`src/rtl/fwdl_pkg.sv`:
```
package fwdl_pkg;
  localparam logic [7:0] CMD_OPEN   = 8'h10;
  localparam logic [7:0] CMD_CLOSE  = 8'h11;
  localparam logic [7:0] CMD_RDADDR = 8'h12;
  localparam logic [7:0] CMD_RDBYTE = 8'h13;
  localparam logic [7:0] CMD_PKT    = 8'h0E;
  localparam logic [7:0] CMD_JUMP   = 8'h0C;
  localparam logic [7:0] CMD_REBOOT = 8'h0B;

  localparam logic [7:0] ST_IDLE = 8'h00;
  localparam logic [7:0] ST_ACK  = 8'h01;
  localparam logic [7:0] ST_BUSY = 8'h02;
  localparam logic [7:0] ST_ERR  = 8'hFF;

  typedef enum logic [2:0] {
    PH_CMD,
    PH_ARG,
    PH_FRAME,
    PH_ADDR,
    PH_WRITE
  } phase_t;
endpackage

```
`src/rtl/fwdl_frame_rx.sv`:
```
module fwdl_frame_rx #(
  parameter int DATA_MAX = 16
) (
  input  logic                  clk,
  input  logic                  rst_n,
  input  logic                  open_i,
  input  logic                  take_i,
  input  logic [7:0]            byte_i,
  output logic                  last_o,
  output logic                  sum_ok_o,
  output logic [7:0]            len_o,
  output logic [15:0]           addr_o,
  output logic [DATA_MAX*8-1:0] data_o
);
  localparam int FRAME_LEN = DATA_MAX + 4;
  localparam int IW        = $clog2(FRAME_LEN + 1);

  logic [IW-1:0] pos_q;
  logic [7:0]    sum_q;

  always_ff @(posedge clk) begin
    if (!rst_n) begin
      pos_q  <= '0;
      sum_q  <= '0;
      len_o  <= '0;
      addr_o <= '0;
    end else if (open_i) begin
      pos_q <= '0;
      sum_q <= '0;
    end else if (take_i) begin
      pos_q <= pos_q + 1'b1;
      sum_q <= sum_q + byte_i;
      if (pos_q == IW'(0)) len_o        <= byte_i;
      if (pos_q == IW'(1)) addr_o[7:0]  <= byte_i;
      if (pos_q == IW'(2)) addr_o[15:8] <= byte_i;
    end
  end

  for (genvar i = 0; i < DATA_MAX; i++) begin : g_slot
    always_ff @(posedge clk) begin
      if (!rst_n) data_o[i*8 +: 8] <= '0;
      else if (take_i && !open_i && pos_q == IW'(i + 3)) data_o[i*8 +: 8] <= byte_i;
    end
  end

  assign last_o   = take_i && (pos_q == IW'(FRAME_LEN - 1));
  assign sum_ok_o = (sum_q == byte_i);
endmodule

```
`src/rtl/fwdl_mem.sv`:
```
module fwdl_mem #(
  parameter int AW = 8
) (
  input  logic          clk,
  input  logic          rst_n,
  input  logic          we_i,
  input  logic [AW-1:0] waddr_i,
  input  logic [7:0]    wdata_i,
  input  logic [AW-1:0] raddr_i,
  output logic [7:0]    rdata_o
);
  localparam int DEPTH = 1 << AW;

  logic [7:0] cell_q [DEPTH];

  always_ff @(posedge clk) begin
    if (!rst_n) begin
      for (int i = 0; i < DEPTH; i++) cell_q[i] <= '0;
    end else if (we_i) begin
      cell_q[waddr_i] <= wdata_i;
    end
  end

  assign rdata_o = cell_q[raddr_i];
endmodule

```
`src/rtl/fwdl_rdport.sv`:
```
module fwdl_rdport #(
  parameter int AW = 8
) (
  input  logic          clk,
  input  logic          rst_n,
  input  logic          load_i,
  input  logic [AW-1:0] load_addr_i,
  input  logic          step_i,
  input  logic [7:0]    mem_rdata_i,
  output logic [AW-1:0] raddr_o,
  output logic          rsp_valid_o,
  input  logic          rsp_ready_i,
  output logic [7:0]    rsp_data_o
);
  always_ff @(posedge clk) begin
    if (!rst_n) begin
      raddr_o     <= '0;
      rsp_valid_o <= 1'b0;
      rsp_data_o  <= '0;
    end else begin
      if (load_i) raddr_o <= load_addr_i;
      if (step_i) begin
        rsp_data_o  <= mem_rdata_i;
        rsp_valid_o <= 1'b1;
        raddr_o     <= raddr_o + 1'b1;
      end else if (rsp_valid_o && rsp_ready_i) begin
        rsp_valid_o <= 1'b0;
      end
    end
  end
endmodule

```
`src/rtl/fw_dl_receiver.sv`:
```
module fw_dl_receiver #(
  parameter int          DATA_MAX = 16,
  parameter int          MEM_AW   = 8,
  parameter logic [15:0] WIN_LO   = 16'h1600,
  parameter logic [15:0] WIN_HI   = 16'h2BBF
) (
  input  logic       clk,
  input  logic       rst_n,
  input  logic       in_valid,
  output logic       in_ready,
  input  logic [7:0] in_data,
  output logic       rsp_valid,
  input  logic       rsp_ready,
  output logic [7:0] rsp_data,
  output logic [7:0] status
);
  import fwdl_pkg::*;

  localparam int WIW = $clog2(DATA_MAX + 1);

  phase_t      phase_q;
  logic [7:0]  cmd_q;
  logic        active_q;
  logic        addr_half_q;
  logic [7:0]  addr_lo_q;
  logic [WIW-1:0] wr_idx_q;

  logic        take;
  logic        f_open, f_take, f_last, f_sum_ok;
  logic [7:0]  f_len;
  logic [15:0] f_addr;
  logic [DATA_MAX*8-1:0] f_data;
  logic        len_bad, win_ok;

  logic              mem_we;
  logic [MEM_AW-1:0] mem_waddr, mem_raddr;
  logic [7:0]        mem_wdata, mem_rdata;
  logic              rd_load, rd_step;
  logic [MEM_AW-1:0] rd_load_addr;

  assign in_ready = (phase_q != PH_WRITE) && !rsp_valid;
  assign take     = in_valid && in_ready;

  assign f_open = take && (phase_q == PH_CMD) && (in_data == CMD_PKT);
  assign f_take = take && (phase_q == PH_FRAME);

  fwdl_frame_rx #(.DATA_MAX(DATA_MAX)) u_frame (
    .clk      (clk),
    .rst_n    (rst_n),
    .open_i   (f_open),
    .take_i   (f_take),
    .byte_i   (in_data),
    .last_o   (f_last),
    .sum_ok_o (f_sum_ok),
    .len_o    (f_len),
    .addr_o   (f_addr),
    .data_o   (f_data)
  );

  assign len_bad = (f_len > 8'(DATA_MAX));
  assign win_ok  = (f_addr >= WIN_LO) && (f_addr <= WIN_HI);

  always_ff @(posedge clk) begin
    if (!rst_n) begin
      phase_q     <= PH_CMD;
      cmd_q       <= '0;
      status      <= ST_IDLE;
      active_q    <= 1'b0;
      addr_half_q <= 1'b0;
      addr_lo_q   <= '0;
      wr_idx_q    <= '0;
    end else begin
      case (phase_q)
        PH_CMD: if (take) begin
          case (in_data)
            CMD_OPEN, CMD_CLOSE, CMD_JUMP, CMD_REBOOT: begin
              cmd_q   <= in_data;
              phase_q <= PH_ARG;
            end
            CMD_PKT:    phase_q <= PH_FRAME;
            CMD_RDADDR: begin
              phase_q     <= PH_ADDR;
              addr_half_q <= 1'b0;
            end
            default: ;
          endcase
        end
        PH_ARG: if (take) begin
          phase_q <= PH_CMD;
          if (cmd_q == CMD_OPEN) begin
            active_q <= 1'b1;
            status   <= ST_ACK;
          end else if (cmd_q == CMD_CLOSE) begin
            active_q <= 1'b0;
            status   <= ST_IDLE;
          end
        end
        PH_ADDR: if (take) begin
          if (!addr_half_q) begin
            addr_lo_q   <= in_data;
            addr_half_q <= 1'b1;
          end else begin
            phase_q <= PH_CMD;
          end
        end
        PH_FRAME: if (f_last) begin
          phase_q <= PH_CMD;
          if (!f_sum_ok || len_bad || !active_q) begin
            status <= ST_ERR;
          end else if (f_len == 8'd0) begin
            status   <= ST_ACK;
            active_q <= 1'b0;
          end else if (!win_ok) begin
            status <= ST_ERR;
          end else begin
            status   <= ST_BUSY;
            phase_q  <= PH_WRITE;
            wr_idx_q <= '0;
          end
        end
        PH_WRITE: begin
          wr_idx_q <= wr_idx_q + 1'b1;
          if (8'(wr_idx_q) == f_len - 8'd1) begin
            status  <= ST_ACK;
            phase_q <= PH_CMD;
          end
        end
        default: phase_q <= PH_CMD;
      endcase
    end
  end

  assign mem_we    = (phase_q == PH_WRITE);
  assign mem_waddr = MEM_AW'({f_addr, 1'b0} + 17'(wr_idx_q));
  assign mem_wdata = f_data[wr_idx_q*8 +: 8];

  fwdl_mem #(.AW(MEM_AW)) u_mem (
    .clk     (clk),
    .rst_n   (rst_n),
    .we_i    (mem_we),
    .waddr_i (mem_waddr),
    .wdata_i (mem_wdata),
    .raddr_i (mem_raddr),
    .rdata_o (mem_rdata)
  );

  assign rd_load      = take && (phase_q == PH_ADDR) && addr_half_q;
  assign rd_load_addr = MEM_AW'({in_data, addr_lo_q, 1'b0});
  assign rd_step      = take && (phase_q == PH_CMD) && (in_data == CMD_RDBYTE);

  fwdl_rdport #(.AW(MEM_AW)) u_rd (
    .clk         (clk),
    .rst_n       (rst_n),
    .load_i      (rd_load),
    .load_addr_i (rd_load_addr),
    .step_i      (rd_step),
    .mem_rdata_i (mem_rdata),
    .raddr_o     (mem_raddr),
    .rsp_valid_o (rsp_valid),
    .rsp_ready_i (rsp_ready),
    .rsp_data_o  (rsp_data)
  );
endmodule

```
`config.mk`:
```
export PLATFORM = sky130hd
export DESIGN_NAME = fw_dl_receiver
export DESIGN_NICKNAME = d
export VERILOG_FILES = /design/src/rtl/fwdl_pkg.sv /design/src/rtl/fwdl_frame_rx.sv /design/src/rtl/fwdl_mem.sv /design/src/rtl/fwdl_rdport.sv /design/src/rtl/fw_dl_receiver.sv
export SDC_FILE = /design/constraint.sdc
export NUM_CORES = 2
export LEC_CHECK = 0
export ABC_CLOCK_PERIOD_IN_PS = 4100
export BUFFER_PORTS_ARGS = -buffer_cell sky130_fd_sc_hd__clkbuf_2
export CAP_MARGIN = 20
export CORE_UTILIZATION = 60
export CTS_BUF_LIST = sky130_fd_sc_hd__clkbuf_2
export CTS_CLUSTER_SIZE = 20
export DETAILED_ROUTE_END_ITERATION = 8
export HOLD_SLACK_MARGIN = 0.08
export PLACE_DENSITY_LB_ADDON = 0.2
export SLEW_MARGIN = 40
export SYNTH_ARGS = -nofsm -noshare
export SYNTH_HDL_FRONTEND = slang
export SYNTH_SLANG_ARGS = --single-unit
```
`constraint.sdc`:
```
create_clock -name clk -period 4.1 [get_ports clk]
set_clock_uncertainty 0.05 [all_clocks]
set_input_delay 1.23 -clock clk [delete_from_list [all_inputs] [get_ports clk]]
set_output_delay 1.23 -clock clk [all_outputs]
set_load 0.02 [all_outputs]
```
=== Yosys cells after proc, flatten, opt, wreduce, memory -nomap -nowiden ===
Memory sizes are Yosys's and may differ from the RTL's. A register that Yosys moved wholly into a read port is not among the register bits.
Cells that the tools add are included.

* Flip-flop bits (word level): 207
* Memory bits (writable): 2048
* Input port bits: 12
* Output and inout port bits: 18
* Word-level logic and storage cells: 196
* Memories kept: 1

* Add/sub/neg operators: 6
* Magnitude comparators: 3
* Eq/ne operators: 48
* Shifts and indexed selects: 1
* Muxes and demuxes: 47
* Bitwise logic cells: 3
* Reductions and logical operators: 57

{| class="wikitable"
|+ Memory list
! name !! words !! width !! read ports !! clocked after memory_dff !! wr ports !! RTL line !! RTL
|-
| u_mem.cell_q || 256 || 8 || 1 || 1 || 256 || fwdl_mem.sv:14 || <nowiki>logic [7:0] cell_q [DEPTH];</nowiki>
|}

{| class="wikitable"
|+ Operators with widths
! cell !! count
|-
| 128-bit by 9-bit indexed part select with 8-bit output || 1
|-
| 8-bit two-way mux || 12
|-
| 8-bit by 5-bit == test with 1-bit output (second input constant) || 6
|-
| 5-bit by 4-bit == test with 1-bit output (second input constant) || 8
|-
| 1-bit logical AND || 28
|-
| 3-bit two-way mux || 9
|-
| 8-bit by 4-bit == test with 1-bit output (second input constant) || 3
|-
| 8-bit case mux with 3 select lines || 1
|-
| 5-bit by 3-bit == test with 1-bit output (second input constant) || 4
|-
| 5-bit == test (second input constant) || 4
|-
| 5-bit two-way mux || 4
|-
| 16-bit by 13-bit greater-or-equal comparator with 1-bit output (second input constant) || 1
|-
| 16-bit by 14-bit <= comparator with 1-bit output (second input constant) || 1
|-
| 1-bit two-way mux || 16
|-
| 2-bit != test (second input constant) || 8
|-
| 3-bit case mux with 5 select lines || 1
|-
| 3-bit AND reduction || 5
|-
| 5-bit by 1-bit adder with 5-bit output (second input constant) || 2
|-
| 5-bit by 2-bit == test with 1-bit output (second input constant) || 2
|-
| 5-bit case mux with 2 select lines || 1
|-
| 5-bit AND reduction || 2
|-
| 2-bit nonzero test || 5
|-
| 3-bit case mux with 3 select lines || 1
|-
| 8-bit by 1-bit adder with 8-bit output (second input constant) || 1
|-
| 27 further kinds || 39
|}

=== Logic depth before layout (Yosys ltp) ===
* Depth in word-level cells: 8
* Mapped depth: 13
* Mapped depth without buffers: 10

=== By module ===
From an unflattened synthesis, not the netlist that was laid out.

* Cells, all modules: 7850
* Area total of the unflattened synthesis: 106500.9 µm²

{| class="wikitable"
|+ By module, submodules not included
! module !! instances !! cells each !! area each (µm²) !! sequential area each (µm²)
|-
| fwdl_mem || 1 || 6677 || 95835.7 || 61499.0
|-
| fwdl_frame_rx || 1 || 803 || 6941.7 || 3303.2
|-
| fw_dl_receiver || 1 || 290 || 2927.8 || 560.5
|-
| fwdl_rdport || 1 || 80 || 795.8 || 340.3
|}

=== Worst setup path after synthesis ===
OpenSTA, ideal clock, no wires.

* Path type: reg2reg
* Start point: reg wr_idx_q[1]
* End point: mem u_mem.cell_q[81][0], enable pin
* Library setup time: 0.384 ns
* Arrival: 3.153 ns
* Required time: 3.666 ns
* Slack: 0.513 ns
* Stages on the path, launching flop included: 12
* Buffers on the path: 3
* Clock period less this slack: 3.587 ns
* Cell sequence: dfxtp_1 > ha_1 > fa_1 > a21o_1 > a21oi_2 > nor2_2 > xor2_2 > or3_1 > buf_2 > buf_2 > buf_2 > o21ai_0

{| class="wikitable"
|+ RTL lines
! what !! RTL line !! RTL
|-
| start: declaration || fw_dl_receiver.sv:26 || <nowiki>logic [WIW-1:0] wr_idx_q;</nowiki>
|-
| start signal: assignment || fw_dl_receiver.sv:122 || <nowiki>wr_idx_q <= wr_idx_q + 1'b1;</nowiki>
|-
| end: declaration || fwdl_mem.sv:14 ||
|}

=== Worst setup path after layout ===
* Start point: reg phase_q[1]
* End point: out in_ready

* Cells in the longest elaborated chain, start to end: 2

{| class="wikitable"
|+ Ends and longest elaborated chain
! what !! RTL line !! RTL
|-
| start: declaration || fw_dl_receiver.sv:21 || <nowiki>phase_t phase_q;</nowiki>
|-
| start signal: assignment || fw_dl_receiver.sv:65 || <nowiki>phase_q <= PH_CMD;</nowiki>
|-
| start signal: assignment || fw_dl_receiver.sv:78 || <nowiki>phase_q <= PH_ARG;</nowiki>
|-
| start signal: assignment || fw_dl_receiver.sv:80 || <nowiki>CMD_PKT: phase_q <= PH_FRAME;</nowiki>
|-
| 3-bit != test || fw_dl_receiver.sv:41 || <nowiki>assign in_ready = (phase_q != PH_WRITE) && !rsp_valid;</nowiki>
|-
| 1-bit logical AND || fw_dl_receiver.sv:41 ||
|-
| end: declaration || fw_dl_receiver.sv:10 || <nowiki>output logic in_ready,</nowiki>
|}

Every way passes these cells.

==> results.ini <==
[floorplan]
fp-row-count=150
io_pins=30
dieArea_um2=170000
die_height_um=413
start_util_pct=60.5
die_w_um=413
core_area_um2=167000

[critical_path]
crit_required_ps=2820
cp-end-kind=output pin
cp.arrival_ps=2690
cp-start-kind=register
cp_max_fo=5
crit_type=register to output pin

[routing]
antenna_left=0
vias_per_cell=6.52
vias=67400
wl_um=276000
drt_first_pass_iters=6
wl_per_cell_um=26.7
drt-initial-drc-count=8833
drc_errors=0

[cts]
clockBufferDepth=4
cts_tree=built
clkTransAtPathRegs_ps=90
clock-root-buffer=clkbuf_2
clock_latency_ps=1820
cts_made_buffers=578
cts_sinks=2258
htree_levels=6

[yosys]
netlist.area_leader.share_pct=60.8
synth-main-ff-cell=edfxtp_1
yosys.area.top_type=edfxtp_1
ys_seq_area_share_pct=64.9
synth_area_per_cell_um2=13.6
yosysMostFrequentCell=edfxtp_1
synth_nets=7460
synth_warnings=0
netlist_instances=7426
synth_commonest_cells=edfxtp_1 (2048), nor2_1 (1212), nor3_1 (1049)
synthTopCellsByArea=edfxtp_1 (61%), mux4_2 (11%), nor3_1 (5.2%)
synth.cell_area_um2=101000
ys_types=71
ys_ff_latch=2258
synth_edf_count=2048
async_flop_share_pct=0

[placement]
hpwl_um=178000
gp_congestion=0.954
io_buffer_count=29

[sta]
max-slew-margin-rel_pct=14.8
fin_crit_sh_pct=96.9
hold_viol_final=0
setup_viol=0
final.setup.tns_ps=0
fin_crit_ps=3970
rsz0062_at_grt=yes
fmax_ghz=0.252
drv_slew=0
tightestPinTransition_ps=1280

[power_and_ir_drop]
p_leak_nw=34.3
vdd_ir_drop_max_mv=0.303
p_per_area_nw_per_um2=383
p_total_w=0.0423

[global_route]
grt_max_degree=178
antenna_found_initial=9
grt_pass1_vias=66200
grt_usage_pct=32.7
gr-total-overflow=0
grt_pass1_wl_um=413000

[final_layout]
drive_gt1_share_pct=25.0
syn2layout_area_growth_pct=9.13
fillers=12000
nets=7830

[run_status]
outcome=finished, final reports clean

[flow_run]
max_cap_violations=0

[worst_hold_path]
min_path_type=input pin to register

[routing by layer]
layer	share of wire, %	routed length (µm)	GRT usage (%)	up-vias
met5	0.018	50	0	-
met4	3.8	10400	13.2	8
met3	12	34000	8.91	597
met2	46	128000	49.3	4310
met1	38	104000	45.3	33400
li1	-	-	-	29000
[cells by family (layout without fill, tap and decap cells)]
logic type	after synthesis	in the layout	share of synthesized area [%]
compound gates	571	571	3.64
xor+xnor	22	22	0.205
fa+ha+maj	22	22	0.287
buf+inv	791	1498	3.65
flops	2258	2258	64.9
mux	813	813	14.2
other cells	0	4	0
simple gates	2949	2949	13.1
[critical path, stage by stage (launching register included)]
cell and delay [ps]:
dfxtp_4 370, nor3b_4 220, buf_6 140, nor2_4 40, buf_8 130
[where the power goes]
part | internal [W] | switching [W]
Combinational | 0.000551 | 0.000859
Sequential | 0.0260 | 0.000320
Clock | 0.00562 | 0.00898
[registers in the layout (all words and copies together) (netlist names)]
signal / count
u_frame.len_o: 8
u_rd.rsp_valid_o: 1
cmd_q: 8
status: 3
active_q: 1
wr_idx_q: 5
u_frame.addr_o: 16
u_frame.sum_q: 8
u_mem.cell_q: 2048
addr_lo_q: 7
u_frame.data_o: 128
phase_q: 3
u_rd.rsp_data_o: 8
u_rd.raddr_o: 8
addr_half_q: 1
u_frame.pos_q: 5
[area by class of cell]
type,instances,area [µm²],area share (%)
diodes,4,10.0,0.00907
inverters,19,76.3,0.0691
multi-input cells,4377,32000,29.0
well taps,2204,2760,2.50
clock inverters,126,702,0.636
flip-flops and latches,2258,65700,59.5
clock buffers,791,3960,3.59
repair buffers,562,5130,4.65
[path summary, 6_finish.rpt]
kind / end / from / depth (start not counted) / slack, ps
setup / recovery: in_ready / phase_q[1]$_SDFFE_PN0P_ / 4 / 130
hold / removal: u_rd.rsp_data_o[4]$_SDFFE_PN0P_ / rst_n / 4 / 340
setup reg to reg: u_rd.rsp_data_o[3]$_SDFFE_PN0P_ / u_rd.raddr_o[0]$_SDFFE_PN0P_ / 8 / 210
hold reg to reg: u_frame.data_o[107]$_SDFFE_PN0P_ / u_frame.data_o[107]$_SDFFE_PN0P_ / 2 / 410
[timing repair]
item,in CTS,in global routing
setup endpoints to repair,9,1
hold buffers,17,0
buffers inserted,5,1
pin swaps,1,1
gates resized for setup,18,3
hold endpoints to repair,836,0
[cell usage in the layout, fill, tap and decap left out, drive strengths merged, types with 11 or more instances in the layout]
cell type       n
o2111ai        11
nand2         403
a211oi         55
o22ai          51
nor2b          49
nor4           12
edfxtp       2048
a221oi         17
ha             20
mux2i         255
clkbuf        818
mux2           64
or2            11
dfxtp         210
nand2b         25
inv            34
nor3b          12
nor2         1230
a22oi          63
or3            17
o221ai         27
or4            13
a21oi          80
dlygate4sd3    17
mux4          494
o21ai         194
nand3          84
a22o           24
xnor2          17
clkinv        102
nor3         1049
buf           518
[metrics by stage]
stage	cell area (µm²)	cells	setup slack (ps)	hold slack, ps	util, %
after global placement	105000	9396	152	389	63.0
after global routing	110000	10300	-23.6	282	66.0
after CTS	110000	10300	-108	133	66.0
final	110000	10300	126	340	66.0
after floorplan	101000	7426	513	382	-
after detailed placement	105000	9397	286	395	63.1
No activity file was read; power rests on OpenSTA's default activity.
